[src/rtl/hci_pkg.sv]
package hci_pkg;
  localparam int WORD_W = 32;
  localparam int OPC_HI = 31;
  localparam int OPC_LO = 24;
  localparam int CNT_HI = 23;
  localparam int CNT_LO = 16;

  localparam logic [7:0] OPC_NOP    = 8'h00;
  localparam logic [7:0] OPC_PLAY   = 8'h01;
  localparam logic [7:0] OPC_MUTE   = 8'h02;
  localparam logic [7:0] OPC_UNMUTE = 8'h03;
  localparam logic [7:0] OPC_STOP   = 8'h04;
  localparam logic [7:0] OPC_STOPF  = 8'h05;
  localparam logic [7:0] OPC_VER    = 8'h10;
  localparam logic [7:0] OPC_STAT   = 8'h11;
  localparam logic [7:0] OPC_POKE   = 8'h20;
  localparam logic [7:0] OPC_PEEK   = 8'h21;
  localparam logic [7:0] OPC_READ   = 8'h30;

  typedef enum logic [3:0] {
    K_NOP, K_PLAY, K_MUTE, K_UNMUTE, K_STOP, K_STOPF,
    K_VER, K_STAT, K_POKE, K_PEEK, K_READ, K_BAD
  } cmd_kind_e;
endpackage

[src/rtl/hci_decode.sv]
module hci_decode
  import hci_pkg::*;
(
  input  logic [7:0] opcode,
  output cmd_kind_e  kind
);
  always_comb begin
    case (opcode)
      OPC_NOP:    kind = K_NOP;
      OPC_PLAY:   kind = K_PLAY;
      OPC_MUTE:   kind = K_MUTE;
      OPC_UNMUTE: kind = K_UNMUTE;
      OPC_STOP:   kind = K_STOP;
      OPC_STOPF:  kind = K_STOPF;
      OPC_VER:    kind = K_VER;
      OPC_STAT:   kind = K_STAT;
      OPC_POKE:   kind = K_POKE;
      OPC_PEEK:   kind = K_PEEK;
      OPC_READ:   kind = K_READ;
      default:    kind = K_BAD;
    endcase
  end
endmodule

[src/rtl/hci_play_ctl.sv]
module hci_play_ctl (
  input  logic clk,
  input  logic rst,
  input  logic do_play,
  input  logic do_mute,
  input  logic do_unmute,
  input  logic do_stop,
  input  logic do_stopf,
  output logic playing,
  output logic muted,
  output logic flush
);
  always_ff @(posedge clk) begin
    if (rst) begin
      playing <= 1'b0;
      muted   <= 1'b1;
      flush   <= 1'b0;
    end else begin
      flush <= do_stopf;
      if (do_play) begin
        playing <= 1'b1;
        muted   <= 1'b0;
      end else if (do_stop || do_stopf) begin
        playing <= 1'b0;
        muted   <= 1'b1;
      end else if (do_mute) begin
        muted <= 1'b1;
      end else if (do_unmute) begin
        muted <= 1'b0;
      end
    end
  end

  // start always leaves the output audible
  p_play_unmutes_r1: assert property (@(posedge clk) disable iff (rst)
    do_play |=> (playing && !muted));
  // mute keeps the operation running
  p_mute_keeps_play_r2: assert property (@(posedge clk) disable iff (rst)
    do_mute |=> (muted && playing == $past(playing)));
  // both stops halt and silence
  p_stop_mutes_r3: assert property (@(posedge clk) disable iff (rst)
    (do_stop || do_stopf) |=> (!playing && muted));
  // a flush strobe only follows the flushing stop
  p_flush_from_stopf_r3: assert property (@(posedge clk) disable iff (rst)
    flush |-> $past(do_stopf));
endmodule

[src/rtl/hci_reply_fifo.sv]
module hci_reply_fifo #(
  parameter int WIDTH = 32,
  parameter int DEPTH = 16,
  localparam int PTR_W = $clog2(DEPTH),
  localparam int CNT_W = $clog2(DEPTH + 1)
) (
  input  logic             clk,
  input  logic             rst,
  input  logic             push,
  input  logic [WIDTH-1:0] din,
  input  logic             pop,
  output logic [WIDTH-1:0] dout,
  output logic [CNT_W-1:0] count,
  output logic             empty,
  output logic             full
);
  logic [WIDTH-1:0] mem [DEPTH];
  logic [PTR_W-1:0] wr_ptr, rd_ptr;

  assign empty = (count == '0);
  assign full  = (count == CNT_W'(DEPTH));

  always_ff @(posedge clk) begin
    if (push) mem[wr_ptr] <= din;
  end

  always_ff @(posedge clk) begin
    if (pop) dout <= mem[rd_ptr];
  end

  always_ff @(posedge clk) begin
    if (rst) begin
      wr_ptr <= '0;
      rd_ptr <= '0;
      count  <= '0;
    end else begin
      if (push) wr_ptr <= wr_ptr + PTR_W'(1);
      if (pop)  rd_ptr <= rd_ptr + PTR_W'(1);
      case ({push, pop})
        2'b10:   count <= count + CNT_W'(1);
        2'b01:   count <= count - CNT_W'(1);
        default: count <= count;
      endcase
    end
  end

  // the queue never takes a word when full
  p_no_overflow_r10: assert property (@(posedge clk) disable iff (rst)
    push |-> (count < CNT_W'(DEPTH)));
  // the queue never gives a word when empty
  p_no_underflow_r10: assert property (@(posedge clk) disable iff (rst)
    pop |-> (count != '0));
endmodule

[src/rtl/host_cmd_ctrl.sv]
module host_cmd_ctrl
  import hci_pkg::*;
#(
  parameter int          ADDR_W     = 16,
  parameter int          FIFO_DEPTH = 16,
  parameter logic [31:0] VERSION    = 32'h0A0B_0C0D,
  localparam int         CNT_W      = $clog2(FIFO_DEPTH + 1)
) (
  input  logic              clk,
  input  logic              rst,
  input  logic              cmd_valid,
  output logic              cmd_ready,
  input  logic [31:0]       cmd_word,
  output logic              prog_valid,
  output logic [31:0]       prog_word,
  output logic              reply_valid,
  output logic [31:0]       reply_word,
  output logic              playing,
  output logic              muted,
  output logic              flush,
  output logic              err_flag,
  output logic              ram_en,
  output logic              ram_we,
  output logic [ADDR_W-1:0] ram_addr,
  output logic [31:0]       ram_wdata,
  input  logic [31:0]       ram_rdata
);
  cmd_kind_e         kind;
  logic [7:0]        param_left;
  logic [ADDR_W-1:0] wr_addr;
  logic [7:0]        rd_left;
  logic              push_dly;
  logic              poke_mode, accept, is_cmd, bad, ok;
  logic [7:0]        n_field, next_left;
  logic [ADDR_W-1:0] addr_field;
  logic              fifo_push, fifo_pop, fifo_empty, fifo_full;
  logic [31:0]       fifo_din;
  logic [CNT_W-1:0]  fifo_count;
  logic [8:0]        free9;
  logic              reading;

  hci_decode u_dec (.opcode(cmd_word[OPC_HI:OPC_LO]), .kind(kind));

  assign poke_mode  = (param_left != 8'd0);
  assign reading    = ram_en && !ram_we;
  assign cmd_ready  = !reading && !push_dly;
  assign accept     = cmd_valid && cmd_ready;
  assign is_cmd     = accept && !poke_mode;
  assign n_field    = cmd_word[CNT_HI:CNT_LO];
  assign addr_field = cmd_word[ADDR_W-1:0];
  assign free9      = 9'(FIFO_DEPTH) - 9'(fifo_count);

  always_comb begin
    bad = 1'b0;
    if (is_cmd) begin
      case (kind)
        K_BAD:         bad = 1'b1;
        K_READ:        bad = fifo_empty;
        K_POKE:        bad = (n_field == 8'd0);
        K_PEEK:        bad = (n_field == 8'd0) || ({1'b0, n_field} > free9);
        K_VER, K_STAT: bad = fifo_full;
        default:       bad = 1'b0;
      endcase
    end
  end
  assign ok = is_cmd && !bad;

  always_comb begin
    if (poke_mode)                 next_left = param_left - 8'd1;
    else if (ok && kind == K_POKE) next_left = n_field;
    else                           next_left = 8'd0;
  end

  hci_play_ctl u_play (
    .clk(clk), .rst(rst),
    .do_play  (ok && kind == K_PLAY),
    .do_mute  (ok && kind == K_MUTE),
    .do_unmute(ok && kind == K_UNMUTE),
    .do_stop  (ok && kind == K_STOP),
    .do_stopf (ok && kind == K_STOPF),
    .playing(playing), .muted(muted), .flush(flush)
  );

  assign fifo_push = push_dly || (ok && (kind == K_VER || kind == K_STAT));
  assign fifo_pop  = ok && kind == K_READ;
  always_comb begin
    if (push_dly)          fifo_din = ram_rdata;
    else if (kind == K_VER) fifo_din = VERSION;
    else                    fifo_din = {29'b0, err_flag, muted, playing};
  end

  hci_reply_fifo #(.WIDTH(WORD_W), .DEPTH(FIFO_DEPTH)) u_fifo (
    .clk(clk), .rst(rst),
    .push(fifo_push), .din(fifo_din),
    .pop(fifo_pop), .dout(reply_word),
    .count(fifo_count), .empty(fifo_empty), .full(fifo_full)
  );

  always_ff @(posedge clk) begin
    if (rst) begin
      prog_valid  <= 1'b0;
      prog_word   <= '0;
      reply_valid <= 1'b0;
      err_flag    <= 1'b0;
      param_left  <= 8'd0;
      wr_addr     <= '0;
      rd_left     <= 8'd0;
      push_dly    <= 1'b0;
      ram_en      <= 1'b0;
      ram_we      <= 1'b0;
      ram_addr    <= '0;
      ram_wdata   <= '0;
    end else begin
      prog_valid  <= accept;
      reply_valid <= fifo_pop;
      push_dly    <= reading;
      ram_en      <= 1'b0;
      ram_we      <= 1'b0;
      if (accept) prog_word <= {bad, 23'b0, next_left};
      if (bad) err_flag <= 1'b1;
      if (accept && poke_mode) begin
        ram_en     <= 1'b1;
        ram_we     <= 1'b1;
        ram_addr   <= wr_addr;
        ram_wdata  <= cmd_word;
        wr_addr    <= wr_addr + ADDR_W'(1);
        param_left <= param_left - 8'd1;
      end else if (ok && kind == K_POKE) begin
        param_left <= n_field;
        wr_addr    <= addr_field;
      end else if (ok && kind == K_PEEK) begin
        ram_en   <= 1'b1;
        ram_addr <= addr_field;
        rd_left  <= n_field - 8'd1;
      end else if (reading && rd_left != 8'd0) begin
        ram_en   <= 1'b1;
        ram_addr <= ram_addr + ADDR_W'(1);
        rd_left  <= rd_left - 8'd1;
      end
    end
  end

  // each accepted word gets a progress word on the next cycle
  p_prog_follows_word_r5: assert property (@(posedge clk) disable iff (rst)
    (cmd_valid && cmd_ready) |=> prog_valid);
  // a reply only appears alongside a progress word
  p_reply_with_prog_r7: assert property (@(posedge clk) disable iff (rst)
    reply_valid |-> prog_valid);
  // the error flag never clears outside reset
  p_err_sticky_r9: assert property (@(posedge clk) disable iff (rst)
    err_flag |=> err_flag);
  // no RAM write happens unless a data word was taken
  p_write_needs_word_r6: assert property (@(posedge clk) disable iff (rst)
    (ram_en && ram_we) |-> $past(cmd_valid && cmd_ready));
endmodule

[config.mk]
export PLATFORM = sky130hd
export DESIGN_NAME = host_cmd_ctrl
export DESIGN_NICKNAME = d
export VERILOG_FILES = /design/src/rtl/hci_pkg.sv /design/src/rtl/hci_decode.sv /design/src/rtl/hci_play_ctl.sv /design/src/rtl/hci_reply_fifo.sv /design/src/rtl/host_cmd_ctrl.sv
export SDC_FILE = /design/constraint.sdc
export NUM_CORES = 1
export LEC_CHECK = 0
export BUFFER_PORTS_ARGS = -buffer_cell sky130_fd_sc_hd__clkbuf_2
export CELL_PAD_IN_SITES_DETAIL_PLACEMENT = 0
export CELL_PAD_IN_SITES_GLOBAL_PLACEMENT = 1
export CORE_MARGIN = 2
export CORE_UTILIZATION = 45
export DETAILED_ROUTE_END_ITERATION = 8
export PLACE_DENSITY_LB_ADDON = 0.1
export SETUP_SLACK_MARGIN = 0.05
export SYNTH_ARGS = -nofsm -noshare
export SYNTH_HDL_FRONTEND = slang
export SYNTH_SLANG_ARGS = --single-unit
[constraint.sdc]
create_clock -name clk -period 14 [get_ports clk]
set_input_delay 0 -clock clk [delete_from_list [all_inputs] [get_ports clk]]
set_output_delay 0 -clock clk [all_outputs]
set_load 0.02 [all_outputs]
==> qor.csv, run 1 <==
stage,metric,value,unit
outcome,status,finished clean,
yosys,ys.flop_type,edfxtp_1,
clock_network,cts.htree.levels,3,
timing,fmax,182,MHz
yosys,syn_area,26800,sq um
yosys,synth-seq-area-share,69.4,%
finish,fill_cells,4850,
run,maxCapViolations,0,
setup_path,worstPathArrival,6.03,ns
timing,final.setup.tns,0,ns
place,dp_hpwl,36600,um
routing,vias,16100,
routing,wirelength,67100,um
yosys,synth_edf_count,544,
yosys,ys_types,62,
setup_path,cp_cell_sequence,o41ai_1 -> ha_1 -> a21o_1 -> a21o_1 -> o311ai_0 -> nand2_1 -> a2111o_1 -> nor2_4 -> buf_4 -> ha_1 -> ha_1 -> a21o_1 -> a21oi_1 -> xor2_1 -> or3_1 -> a21oi_1,
power_and_ir_drop,peakVddDrop,0.115,mV
setup_path,cp_max_fo,33,
setup_path,r2r_slack,8.49,ns
timing,period_share,39.3,%
setup_path,cpLargestDelayFamily,compound AO/OA/AOI/OAI gates,
clock_network,clkSinkCount,655,
timing,relSlewSlack,23.1,%
routing,firstDrtPassIters,5,
floorplan,start_util,45.4,%
global_routing,grt_pass1_vias,16100,
setup_path,max_stage_delay,0.89,ns
yosys,ys_ff_latch,655,
timing,hold_violations,0,
floorplan,fp-row-count,89,
clock_network,clkLatencyLatePin,0.60,ns
setup_path,r2r_end,u_fifo.count[4],
global_routing,track_usage,22.1,%
routing,wl_per_cell,23.4,um
place,port_buffers,164,
yosys,synth_top_family_by_area,multiplexers,
setup_path,crit_buf_inv,1,
floorplan,dieArea,61400,sq um
setup_path,critical_path_class,reg2reg,
timing,setup_viol,0,
timing,min_period,5.51,ns
floorplan,die_h,248,um
yosys,synth_area_leaders,"edfxtp_1 (61%), dfxtp_1 (8.3%), mux4_2 (5.4%)",
yosys,yosysTopAreaCellShare,61.1,%
yosys,yosys_warnings,0,
yosys,synth_compound_area_share,8.56,%
yosys,synth.avg_cell_area,14.7,sq um
routing,vias_per_cell,5.64,
clock_network,clock_path_buffers,3,
finish,antenna_cells,0,
clock_network,ctsResizeCount,0,
clock_network,clk_pin_slew,0.06,ns
timing,final_critical_path_setup_slack,8.49,ns
power_and_ir_drop,power_leakage,10.5,nW
setup_path,path_depth,16,
setup_path,slowest_stage,o41ai_1,
finish,final_common_cell,edfxtp_1,
setup_path,cp-endpoint,u_fifo.count[4],
setup_path,reg2regPathDepth,16,
yosys,synth_mux_area_share,10.7,%
yosys,synthArstFlopShare,0,%
routing,drt-initial-drc-count,1033,
place,dpl_worst_slack,8.53,ns
finish,layout-drive-gt1-share,20.3,%
clock_network,cts_tree,built,
yosys,syn_inst,1816,
finish,areaGrowthSynthToFinish,16.6,%
setup_path,critPathLaunchType,register,
finish,nets,2125,
floorplan,die_x,248,um
setup_path,crit_path_start,u_fifo.count[0],
setup_path,r2r-start,u_fifo.count[0],
clock_network,cts_setup_buffers,0,
place,place_congestion,0.778,
timing,slew_violations,0,
clock_network,cts_root_buf,clkbuf_16,
power_and_ir_drop,power.density,148,nW/um^2
setup_path,worstSetupEndpointType,register,
routing,route.detailed.drc,0,
floorplan,pin_count,188,
timing,skew,0.0167,ns
finish,most-common-layout-cells,"edfxtp_1 (544), nand2_1 (170), clkbuf_2 (163)",
setup_path,worstPathRequired,14.52,ns
timing,worst_pin_slew,1.15,ns
hold_path,hp-class,in2reg,
power_and_ir_drop,finalPower,4.61,mW
floorplan,core_area,58900,sq um
yosys,yosys.area_share.simple,6.71,%
global_routing,grt_max_degree,100,
yosys,synth_area_leader_cell,edfxtp_1,
global_routing,grt_overflow,0,
timing,grt_setup_unrepaired,false,
routing,drt.antenna.violating_nets,0,
yosys,synth_xor_xnor_area_share,1.01,%
global_routing,grt_first_pass_wirelength,101000,um
clock_network,numCtsBuffers,70,
global_routing,grt_antenna_before_repair,1,
yosys,synth-adder-area-share,1.29,%
## final cells by class
| cell class | instances | area (sq um) | share of cell area [%] |
|---|---|---|---|
| multi-input cells | 1038 | 7790 | 25.0 |
| well taps | 773 | 967 | 3.10 |
| inverters | 18 | 67.6 | 0.217 |
| flip-flops and latches | 655 | 18600 | 59.5 |
| repair buffers | 248 | 1570 | 5.05 |
| clock inverters | 31 | 244 | 0.782 |
| clock buffers | 97 | 1980 | 6.34 |
## power by group
group          internal, mW  leakage [nW]  switching (mW)
Combinational         0.173          3.49           0.387
Sequential             2.23          5.89          0.0445
Clock                  1.05          1.09           0.740
Total                  3.44          10.5            1.17
## flip-flops by register name, summed over array words and instances, names as in the netlist, 4 cells and up
| signal | flops |
|---|---|
| param_left | 8 |
| prog_word | 9 |
| ram_addr | 16 |
| ram_wdata | 32 |
| rd_left | 8 |
| u_fifo.count | 5 |
| u_fifo.dout | 32 |
| u_fifo.mem | 512 |
| u_fifo.rd_ptr | 4 |
| u_fifo.wr_ptr | 4 |
| wr_addr | 16 |
## per-stage QoR
stage | cell area, sq um | std cells | hold slack, ns | util [%]
after floorplan | 26800 | 1838 | 0.136 | -
after global routing | 31200 | 2860 | 0.0480 | 52.9
final | 31200 | 2860 | 0.0229 | 52.9
after global placement | 28500 | 2684 | 0.252 | 48.4
after CTS | 31200 | 2860 | 0.00533 | 52.9
after detailed placement | 28500 | 2684 | 0.256 | 48.4
## logic make-up (layout without fill, tap and decap cells)
family / count (synthesis) / in the layout
xor gates and xnor gates: 31 / 31
and+or+nand+nor: 386 / 386
DFF: 655 / 655
muxes: 201 / 201
AOI/OAI and AO/OA: 370 / 370
other: 1 / 23
adders and majority gates: 27 / 27
buffers and inverters: 145 / 394
## how the worst min path moves through the flow
| stage | startpoint | end | cells after the start |
|---|---|---|---|
| after global routing | ram_rdata[25] | u_fifo.mem[4][25] | 2 |
| after global placement | cmd_word[27] | ram_wdata[27] | 3 |
| final | ram_rdata[31] | u_fifo.mem[7][31] | 2 |
| after detailed placement | cmd_word[27] | ram_wdata[27] | 3 |
| after CTS | ram_rdata[4] | u_fifo.mem[4][4] | 2 |
| after floorplan | cmd_word[0] | ram_wdata[0] | 2 |
## metal layers
metal	vias to the layer above	GRT usage, %	routed length [um]
met4	2	6.04	1150
met2	385	36.6	32600
met5	-	0	19
li1	7418	-	-
met1	8232	30.4	30300
met3	88	3.47	2980
## synthesized netlist by cell type, drive strengths merged (14+ instances only)
| cell | n |
|---|---|
| edfxtp | 544 |
| mux2i | 106 |
| a21oi | 132 |
| and2 | 23 |
| nand2 | 171 |
| o21ai | 84 |
| mux2 | 31 |
| nand3 | 33 |
| a22oi | 48 |
| a221oi | 35 |
| xor2 | 17 |
| inv | 18 |
| buf | 43 |
| nor2 | 67 |
| ha | 26 |
| xnor2 | 14 |
| dfxtp | 111 |
| clkbuf | 84 |
| nor3 | 21 |
| mux4 | 64 |
## what timing repair did
action / in CTS / in global routing
hold endpoints to repair: 238 / 0
setup endpoints to repair: 0 / 0
hold buffers: 48 / 0
No activity file was read; power rests on OpenSTA's default activity.
==> inputs of run 2 (changes only) <==
- clock period: 14 -> 5.5 ns (I/O delays scaled with it)
==> run 2 against run 1 <==
Against the previous run:
- via count about the same
- clock power rose to 2.6 times the previous value
- count of clock-buffer cells in the layout down 10
- non-clock buffer count up 19
- clock skew up 0.0063 ns
- maximum frequency up 16%
==> qor.csv, run 2 (synthesis gave the netlist of run 1 again) <==
stage,metric,value,unit,change
clock_network,cts_root_buf,clkbuf_16,,
setup_path,r2r-start,u_fifo.count[0],,
setup_path,reg2regPathDepth,18,,+2
place,port_buffers,164,,unchanged
finish,final_cells,2877,,+0.59%
floorplan,fp-row-count,89,,unchanged
place,dp_hpwl,38300,um,+4.6%
routing,vias,16100,,+0.099%
finish,fill_cells,4815,,-0.72%
setup_path,critPathLaunchType,register,,
global_routing,track_usage,21.6,%,-0.46 points
global_routing,grt_max_degree,71,,-29%
global_routing,grt_pass1_vias,16100,,+0.17%
finish,final_common_cell,edfxtp_1,,
power_and_ir_drop,internal-power,8.91,mW,+160%
floorplan,core_area,58900,sq um,unchanged
setup_path,worstSetupEndpointType,register,,
hold_path,hp-class,in2reg,,
power_and_ir_drop,power_leakage,10.6,nW,+1.2%
floorplan,die_h,248,um,unchanged
place,place_congestion,0.803,,+3.2%
outcome,status,finished clean,,
routing,route.detailed.drc,0,,unchanged
finish,largest_reg_flops,512,,unchanged
global_routing,grt_antenna_before_repair,1,,unchanged
timing,slew_violations,0,,unchanged
global_routing,top_usage_layer,met2,,
global_routing,use_met3,3.49,%,+0.022 points
timing,grt_setup_unrepaired,false,,
power_and_ir_drop,sw_frac_of_total,25.2,%,-0.22 points
run,maxCapViolations,0,,unchanged
power_and_ir_drop,pwr-share-clk,39.3,%,+0.6 points
clock_network,clock_path_buffers,3,,unchanged
routing,firstDrtPassIters,5,,unchanged
setup_path,cp-endpoint,u_fifo.count[4],,
timing,final.setup.tns,0,ns,unchanged
timing,skew,0.0229,ns,+0.00627 ns
timing,min_period,4.76,ns,-0.745 ns
place,dp.cells,2694,,+0.37%
clock_network,cts.htree.levels,3,,unchanged
floorplan,pin_count,188,,unchanged
finish,antenna_cells,0,,unchanged
clock_network,numCtsBuffers,70,,unchanged
timing,hold_violations,0,,unchanged
clock_network,cts_setup_buffers,0,,unchanged
timing,fmax,210,MHz,+16%
finish,most-common-layout-cells,"edfxtp_1 (544), nand2_1 (171), clkbuf_2 (163)",,
clock_network,clkSinkCount,655,,unchanged
setup_path,crit_path_start,u_fifo.count[0],,
timing,period_share,86.6,%,+47 points
finish,areaGrowthSynthToFinish,17.5,%,
power_and_ir_drop,p_seq_share,48.6,%,-0.6 points
power_and_ir_drop,finalPower,11.9,mW,+160%
clock_network,cts_tree,built,,
setup_path,cp_max_fo,11,,-67%
timing,worst_pin_slew,1.07,ns,-0.0830 ns
power_and_ir_drop,power_switching,2.99,mW,+160%
routing,wirelength,65300,um,-2.6%
timing,relSlewSlack,28.0,%,+4.9 points
global_routing,gr-usage-met1,29.9,%,-0.51 points
floorplan,dieArea,61400,sq um,unchanged
floorplan,die_x,248,um,unchanged
global_routing,grt_first_pass_wirelength,99300,um,-1.3%
power_and_ir_drop,peakVddDrop,0.343,mV,+200%
global_routing,grt_overflow,0,,unchanged
routing,wl_per_cell,22.7,um,-3.2%
clock_network,clkLatencyLatePin,0.60,ns,about the same
setup_path,r2r_slack,0.74,ns,-7.75 ns
finish,reg.largest.list,"u_fifo.mem x512, ram_wdata x32, u_fifo.dout x32",,
power_and_ir_drop,pwr-share-comb,12.1,%,about the same
global_routing,groute.layer.met2.usage,35.4,%,-1.2 points
finish,nets,2144,,+0.89%
setup_path,worstPathArrival,5.28,ns,-0.75 ns
clock_network,clk_pin_slew,0.06,ns,about the same
routing,vias_per_cell,5.61,,-0.49%
floorplan,start_util,45.4,%,unchanged
finish,regArea,18600,sq um,unchanged
power_and_ir_drop,power.density,379,nW/um^2,+160%
routing,drt.antenna.violating_nets,0,,unchanged
finish,multi_input_area,7780,sq um,about the same
finish,regMostFlops,u_fifo.mem,,
setup_path,worstPathRequired,6.02,ns,-8.50 ns
setup_path,r2r_end,u_fifo.count[4],,
finish,layout-drive-gt1-share,20.5,%,+0.26 points
setup_path,critical_path_class,reg2reg,,
routing,drt-initial-drc-count,1179,,+14%
timing,setup_viol,0,,unchanged
run 2: cell types whose count changed in the layout (fill, tap and decap cells not counted):
cell / change
clkinv_1: +4
clkbuf_1: -6
dlygate4sd3_1: +9
clkinv_4: -1
nand2_2: -1
buf_4: +8
nand2_1: +1
clkinvlp_4: +1
clkbuf_8: -4
bufinv_16: +4
buf_12: +2
run 2: worst min-delay path by stage:
stage          depth (start not counted)          start                 end
6_report                               2  ram_rdata[18]  u_fifo.mem[10][18]
5_1_grt                                2   ram_rdata[7]    u_fifo.mem[3][7]
4_1_cts                                2  ram_rdata[18]   u_fifo.mem[0][18]
3_5_place_dp                           3   cmd_word[27]       ram_wdata[27]
3_3_place_gp                           3   cmd_word[30]       ram_wdata[30]
2_1_floorplan                          2    cmd_word[0]        ram_wdata[0]
run 2: through the flow:
stage	util [%]	setup slack (ns)	hold slack (ns)	instance area, sq um
after global placement	48.5	0.870	0.249	28600
after global routing	53.4	0.348	0.0493	31400
after floorplan	-	0.280	0.136	26800
after detailed placement	48.5	0.766	0.265	28600
after CTS	53.4	0.730	0.00108	31400
final	53.4	0.738	0.0250	31400
run 2: timing repair:
item,4_1_cts,5_1_grt
hold buffers,57,0
endpoints found under the setup margin,0,0
hold endpoints to repair,281,0
gates resized for setup,0,0
run 2: per-layer routing:
layer	part of all wire, %	vias to the layer above
met5	0.017	-
met4	2.0	2
met3	5.1	96
met2	48	405
met1	45	8167
li1	-	7471
run 2: layout make-up:
cell class / instances / share of cell area (%)
flip-flops and latches: 655 / 59.1
multi-input cells: 1038 / 24.8
inverters: 18 / 0.215
clock inverters: 39 / 1.20
well taps: 773 / 3.08
repair buffers: 267 / 5.61
clock buffers: 87 / 6.05
run 2: power groups by stage:
stage | logic, mW | registers [mW] | clock network (mW)
after floorplan | 0.792 | 5.99 | 0
after global placement | 1.38 | 5.88 | 0
after detailed placement | 1.40 | 5.88 | 0
after CTS | 1.47 | 5.78 | 4.78
after global routing | 1.61 | 5.80 | 5.00
final | 1.44 | 5.78 | 4.68
run 2: critical path, stage by stage (launching register included):
cell	delay, ns
dfxtp_1	0.47
inv_1	0.08
ha_1	0.22
nor3b_1	0.16
ha_1	0.29
ha_1	0.28
and3_1	0.16
o21a_1	0.10
o311ai_0	0.36
nand2_1	0.25
a2111o_1	0.63
nor2_4	0.17
ha_1	0.31
ha_1	0.32
a21o_1	0.17
a21oi_1	0.17
xor2_1	0.10
or3_1	0.32
a21oi_1	0.14
